File: config.mk
export PLATFORM = sky130hd
export DESIGN_NAME = status_flag_gen
export DESIGN_NICKNAME = d
export VERILOG_FILES = /design/src/rtl/flag_pkg.sv /design/src/rtl/width_select.sv /design/src/rtl/carry_unit.sv /design/src/rtl/result_flags.sv /design/src/rtl/flag_register.sv /design/src/rtl/status_flag_gen.sv
export SDC_FILE = /design/constraint.sdc
export NUM_CORES = 1
export LEC_CHECK = 0
export ABC_CLOCK_PERIOD_IN_PS = 3530
export BUFFER_PORTS_ARGS = -buffer_cell sky130_fd_sc_hd__buf_2
export CAP_MARGIN = 30
export CORE_MARGIN = 8
export CORE_UTILIZATION = 25
export CTS_BUF_LIST = sky130_fd_sc_hd__clkbuf_4 sky130_fd_sc_hd__clkbuf_8
export DETAILED_ROUTE_END_ITERATION = 10
export RECOVER_POWER = 25
export SLEW_MARGIN = 15
export SYNTH_ARGS = -nofsm -noshare
export SYNTH_HDL_FRONTEND = slang
export SYNTH_SLANG_ARGS = --single-unit
File: constraint.sdc
create_clock -name clk -period 3.53 [get_ports clk]
set_input_delay 0.1765 -clock clk [delete_from_list [all_inputs] [get_ports clk]]
set_output_delay 0.1765 -clock clk [all_outputs]
set_load 0.005 [all_outputs]
File: src/rtl/flag_pkg.sv
package flag_pkg;

    localparam int FLAG_N = 6;
    localparam int NUM_SZ = 3;
    localparam int BASE_W = 8;

    typedef enum logic [1:0] {
        SZ_BYTE  = 2'd0,
        SZ_HALF  = 2'd1,
        SZ_WORD  = 2'd2,
        SZ_WORD2 = 2'd3
    } size_e;

    typedef enum logic [1:0] {
        OP_ADD    = 2'd0,
        OP_SUB    = 2'd1,
        OP_LOGIC  = 2'd2,
        OP_LOGIC2 = 2'd3
    } op_e;

    typedef struct packed {
        logic ovf;
        logic sgn;
        logic zro;
        logic hcy;
        logic par;
        logic cry;
    } flags_t;

endpackage

File: src/rtl/width_select.sv
module width_select
    import flag_pkg::*;
#(
    parameter int DATA_W = 32,
    localparam int IDX_W = $clog2(DATA_W + 1)
) (
    input  logic [1:0]        size_sel,
    input  logic [DATA_W-1:0] a_in,
    input  logic [DATA_W-1:0] b_in,
    input  logic [DATA_W-1:0] r_in,
    output logic [DATA_W-1:0] a_m,
    output logic [DATA_W-1:0] b_m,
    output logic [DATA_W-1:0] r_m,
    output logic [DATA_W-1:0] w_mask,
    output logic [IDX_W-1:0]  w_bits,
    output logic              a_top,
    output logic              b_top,
    output logic              r_top
);

    logic [DATA_W-1:0] mask_tab [NUM_SZ];
    logic [IDX_W-1:0]  bits_tab [NUM_SZ];
    logic [1:0]        sz_idx;

    for (genvar g = 0; g < NUM_SZ; g++) begin : g_size
        localparam int SW = BASE_W << g;
        assign mask_tab[g] = DATA_W'((64'd1 << SW) - 64'd1);
        assign bits_tab[g] = IDX_W'(SW);
    end

    always_comb begin
        sz_idx = (size_sel == SZ_WORD2) ? 2'd2 : size_sel;
        w_mask = mask_tab[sz_idx];
        w_bits = bits_tab[sz_idx];
        a_m    = a_in & w_mask;
        b_m    = b_in & w_mask;
        r_m    = r_in & w_mask;
        a_top  = a_in[w_bits - 1'b1];
        b_top  = b_in[w_bits - 1'b1];
        r_top  = r_in[w_bits - 1'b1];
    end

endmodule

File: src/rtl/carry_unit.sv
module carry_unit
    import flag_pkg::*;
#(
    parameter int DATA_W = 32,
    localparam int IDX_W = $clog2(DATA_W + 1)
) (
    input  logic [1:0]        op_sel,
    input  logic [DATA_W-1:0] a_m,
    input  logic [DATA_W-1:0] b_m,
    input  logic [DATA_W-1:0] w_mask,
    input  logic [IDX_W-1:0]  w_bits,
    input  logic              a_top,
    input  logic              b_top,
    input  logic              r_top,
    output logic              cry,
    output logic              hcy,
    output logic              ovf
);

    logic [DATA_W:0] add_ext;
    logic [DATA_W:0] sub_ext;
    logic [4:0]      nib_add;
    logic [4:0]      nib_sub;
    logic            is_sub;
    logic            is_arith;

    always_comb begin
        is_sub   = (op_sel == OP_SUB);
        is_arith = (op_sel == OP_ADD) || is_sub;
        add_ext  = {1'b0, a_m} + {1'b0, b_m};
        sub_ext  = {1'b0, a_m} + {1'b0, (~b_m) & w_mask} + {{DATA_W{1'b0}}, 1'b1};
        nib_add  = {1'b0, a_m[3:0]} + {1'b0, b_m[3:0]};
        nib_sub  = {1'b0, a_m[3:0]} + {1'b0, ~b_m[3:0]} + 5'd1;
        cry = 1'b0;
        hcy = 1'b0;
        ovf = 1'b0;
        if (is_arith) begin
            if (is_sub) begin
                cry = ~sub_ext[w_bits];
                hcy = ~nib_sub[4];
                ovf = (a_top != b_top) && (r_top != a_top);
            end else begin
                cry = add_ext[w_bits];
                hcy = nib_add[4];
                ovf = (a_top == b_top) && (r_top != a_top);
            end
        end
    end

endmodule

File: src/rtl/result_flags.sv
module result_flags #(
    parameter int DATA_W = 32
) (
    input  logic [DATA_W-1:0] r_m,
    input  logic              r_top,
    output logic              zro,
    output logic              sgn,
    output logic              par
);

    always_comb begin
        zro = (r_m == '0);
        sgn = r_top;
        par = ~(^r_m[7:0]);
    end

endmodule

File: src/rtl/flag_register.sv
module flag_register
    import flag_pkg::*;
(
    input  logic              clk,
    input  logic              rst_n,
    input  logic              valid,
    input  logic [FLAG_N-1:0] wr_mask,
    input  logic [FLAG_N-1:0] d,
    output logic [FLAG_N-1:0] q
);

    always_ff @(posedge clk or negedge rst_n) begin
        if (!rst_n) begin
            q <= '0;
        end else if (valid) begin
            q <= (q & ~wr_mask) | (d & wr_mask);
        end
    end


    hold_idle_chk: assert property (@(posedge clk) disable iff (!rst_n)
        !valid |=> $stable(q));


    mask_keep_chk: assert property (@(posedge clk) disable iff (!rst_n)
        valid |=> ((q ^ $past(q)) & ~$past(wr_mask)) == '0);


    mask_load_chk: assert property (@(posedge clk) disable iff (!rst_n)
        valid |=> (q & $past(wr_mask)) == ($past(d) & $past(wr_mask)));

endmodule

File: src/rtl/status_flag_gen.sv
module status_flag_gen
    import flag_pkg::*;
#(
    parameter int DATA_W = 32
) (
    input  logic              clk,
    input  logic              rst_n,
    input  logic [1:0]        size_sel,
    input  logic [1:0]        op_sel,
    input  logic [DATA_W-1:0] opnd_a,
    input  logic [DATA_W-1:0] opnd_b,
    input  logic [DATA_W-1:0] result_in,
    input  logic              valid,
    input  logic [5:0]        wr_mask,
    output logic [5:0]        flags_now,
    output logic [5:0]        flags_q
);

    localparam int IDX_W = $clog2(DATA_W + 1);

    logic [DATA_W-1:0] a_m, b_m, r_m, w_mask;
    logic [IDX_W-1:0]  w_bits;
    logic              a_top, b_top, r_top;
    flags_t            fl;

    width_select #(.DATA_W(DATA_W)) u_width (
        .size_sel (size_sel),
        .a_in     (opnd_a),
        .b_in     (opnd_b),
        .r_in     (result_in),
        .a_m      (a_m),
        .b_m      (b_m),
        .r_m      (r_m),
        .w_mask   (w_mask),
        .w_bits   (w_bits),
        .a_top    (a_top),
        .b_top    (b_top),
        .r_top    (r_top)
    );

    carry_unit #(.DATA_W(DATA_W)) u_carry (
        .op_sel (op_sel),
        .a_m    (a_m),
        .b_m    (b_m),
        .w_mask (w_mask),
        .w_bits (w_bits),
        .a_top  (a_top),
        .b_top  (b_top),
        .r_top  (r_top),
        .cry    (fl.cry),
        .hcy    (fl.hcy),
        .ovf    (fl.ovf)
    );

    result_flags #(.DATA_W(DATA_W)) u_result (
        .r_m   (r_m),
        .r_top (r_top),
        .zro   (fl.zro),
        .sgn   (fl.sgn),
        .par   (fl.par)
    );

    assign flags_now = fl;

    flag_register u_reg (
        .clk     (clk),
        .rst_n   (rst_n),
        .valid   (valid),
        .wr_mask (wr_mask),
        .d       (flags_now),
        .q       (flags_q)
    );


    logic_clear_chk: assert property (@(posedge clk) disable iff (!rst_n)
        op_sel[1] |-> (flags_now[0] == 1'b0 && flags_now[2] == 1'b0 && flags_now[5] == 1'b0));


    zero_sign_chk: assert property (@(posedge clk) disable iff (!rst_n)
        flags_now[3] |-> !flags_now[4]);


    parity_zero_chk: assert property (@(posedge clk) disable iff (!rst_n)
        (result_in[7:0] == 8'h00) |-> flags_now[1]);

endmodule

==> qor.txt <==
status = complete, no violations
crit path time final = 3.21 ns
kind of critical path = primary input to output pin
Critical Path RT = 3.35 ns
Slew @ Worst Pin = 0.442 ns
Via density = 4.68
VDD IR-drop max = 0.258 mV
pwr dens = 164 mW/mm2
CTS H-tree lvls = 1
setup slack after layout = 0.323 ns
CTS tree = built
#FFs+latches synth = 6
crit end category = output pin
initial antenna violation count = 1
min-delay worst type = primary input to register
R2R depth = 1
Resized cells post-CTS = 0
sequential area share after synthesis = 0.0570
DRC marker count from the first detailed-route iteration = 118
number of I/O pins = 121
post-synthesis net count = 537
crit start category = primary input
vias post-DR = 2753
Die Area = 0.0141 mm2
post-detail-place hpwl = 7400 um
WHS Path Cells = 3
GPL Wtd Cong = 0.864
clock slew at reported path FFs = 0.03 ns
Post-synth EDFFs = 0
R2R Setup Slk = 2.78 ns
hold wc startpoint = wr_mask[5]
most frequent cells in the layout = buf_2, ha_1, nor2b_1, and2_1
vias in the first global route = 3113
largest net degree at the start of global routing = 57
DRC = 0
Syn Std Cell Area = 0.00263 mm2
clk_lat worst skew = 0.22 ns
Initial Util = 0.256
Area after DPL = 0.00328 mm2
fillcell total = 1130
Fin. Hold Viols = 0
ratio of cells with drive above 1 in the final layout = 0.294
Num CTS Buffers = 3
Synth warnings = 0
synthesized area per cell = 7.37 um2
# setup viols final = 0
Leak = 0.00185 uW
Most used DFF post-synth = dfrtp_1
DRT antenna net count = 0
RSZ-0062 raised after global routing = no
fmax = 312 MHz
Arrival @ worst endpoint = 3.03 ns
final total power = 546 uW
asr flop ratio synth = 1.00
count of nets after finishing = 634
Worst slew margin = 0.698
CTS sink cnt = 6
most common cell after layout, fill and taps aside = buf_2
Port Buf Inserts = 120
GRT Total Usage = 0.114
Final Skew = 0 ns
Core Rows = 37
Yosys cell types = 43
global-route wire length before repair = 13900 um
max-slew violations = 0
setup tns final = 0 ns
final worst path period share = 0.909
Die Y = 119 um
drt wl/cell = 13.9 um
Crit Path Max Fanout = 26
maxcap violations = 0
post-route cell area = 0.00333 mm2
# diodes = 0
Post-Syn Instances = 357
Die X-Extent = 119 um
Min Hold Slack = 0.241 ns
WL final = 8180 um
worst-case clock buffer depth = 2
dpl ws = 0.317 ns
area grow syn2layout = 26.6%
TritonRoute pass-1 iters = 5
GRT Residual Overflow = 0
Root Driver = clkbuf_8
core area = 0.0103 mm2
-- synthesized netlist by cell type (7+ instances only) --
library cell / n / area share
a21o_1: 9 / 0.026
a21oi_1: 23 / 0.044
and2_1: 32 / 0.076
clkbuf_1: 26 / 0.037
ha_1: 71 / 0.34
inv_1: 23 / 0.033
nand2_1: 19 / 0.027
nand4_1: 13 / 0.031
nor2_1: 23 / 0.033
nor2b_1: 36 / 0.086
nor4_1: 7 / 0.017
-- metrics by stage --
| stage | utilization | instances |
|---|---|---|
| final | 0.324 | 588 |
| after CTS | 0.324 | 588 |
| after detailed placement | 0.319 | 584 |
| after global placement | 0.319 | 584 |
| after floorplan | - | 357 |
| after global routing | 0.324 | 588 |
-- cell families (layout without fill, tap and decap cells) --
| family | after synthesis | count (layout) | synth area share |
|---|---|---|---|
| AND/OR/NAND/NOR | 147 | 147 | 0.310 |
| XOR/XNOR | 6 | 6 | 0.0200 |
| AO/OA/AOI/OAI | 65 | 65 | 0.163 |
| buffers and inverters | 56 | 151 | 0.0884 |
| adder cells (fa/ha/maj) | 71 | 71 | 0.337 |
| multiplexers | 6 | 6 | 0.0247 |
| flip-flops | 6 | 6 | 0.0570 |
-- metal layers --
| layer | GRT usage | up-vias | share of wire |
|---|---|---|---|
| met5 | 0 | - | 0.0015 |
| met1 | 0.132 | 1240 | 0.44 |
| met4 | 0.0142 | 2 | 0.0075 |
| met2 | 0.215 | 64 | 0.50 |
| met3 | 0.0224 | 10 | 0.051 |
| li1 | - | 1437 | - |
-- how the worst max path moves through the flow --
stage                           start      endpoint  slack (ns)  depth (start not counted)
after CTS                 size_sel[0]  flags_now[0]        0.30                         14
after floorplan           size_sel[1]  flags_now[0]        0.43                         13
after global routing      size_sel[0]  flags_now[0]        0.08                         14
final                     size_sel[0]  flags_now[0]        0.32                         14
after global placement    size_sel[0]  flags_now[0]        0.48                         14
after detailed placement  size_sel[0]  flags_now[0]        0.32                         14
-- worst max-delay path, stage by stage --
cell and delay (ns):
buf_2 0.14, nor2_2 0.11, buf_4 0.28, nor2b_1 0.11, ha_1 0.33, a41oi_2 0.20, o21ai_1 0.09, a221o_1 0.39
o31ai_1 0.27, a21boi_1 0.09, a2111oi_0 0.45, buf_4 0.20, nor2_1 0.04, buf_2 0.12
-- what timing repair did --
action	4_1_cts	5_1_grt
setup buffers	0	0
hold buffers	1	0
setup endpoints to repair	0	0
endpoints found under the hold margin	6	0
-- power breakdown --
part           switching [uW]  leakage [uW]  total [uW]  internal [uW]
Sequential               5.66     0.0000775        87.1           81.4
Combinational             181       0.00175         358            177
Clock                    27.9     0.0000216         101           73.1
-- cell type report --
class / instances / area, um2 / area share
Clock buffer: 3 / 41.3 / 0.0124
Multi-Input combinational cell: 295 / 2250 / 0.675
Sequential cell: 6 / 150 / 0.0450
Inverter: 24 / 90.1 / 0.0270
Tap cell: 136 / 170 / 0.0511
Timing Repair Buffer: 124 / 632 / 0.190
Note: power is estimated with default switching activity, not from simulation.
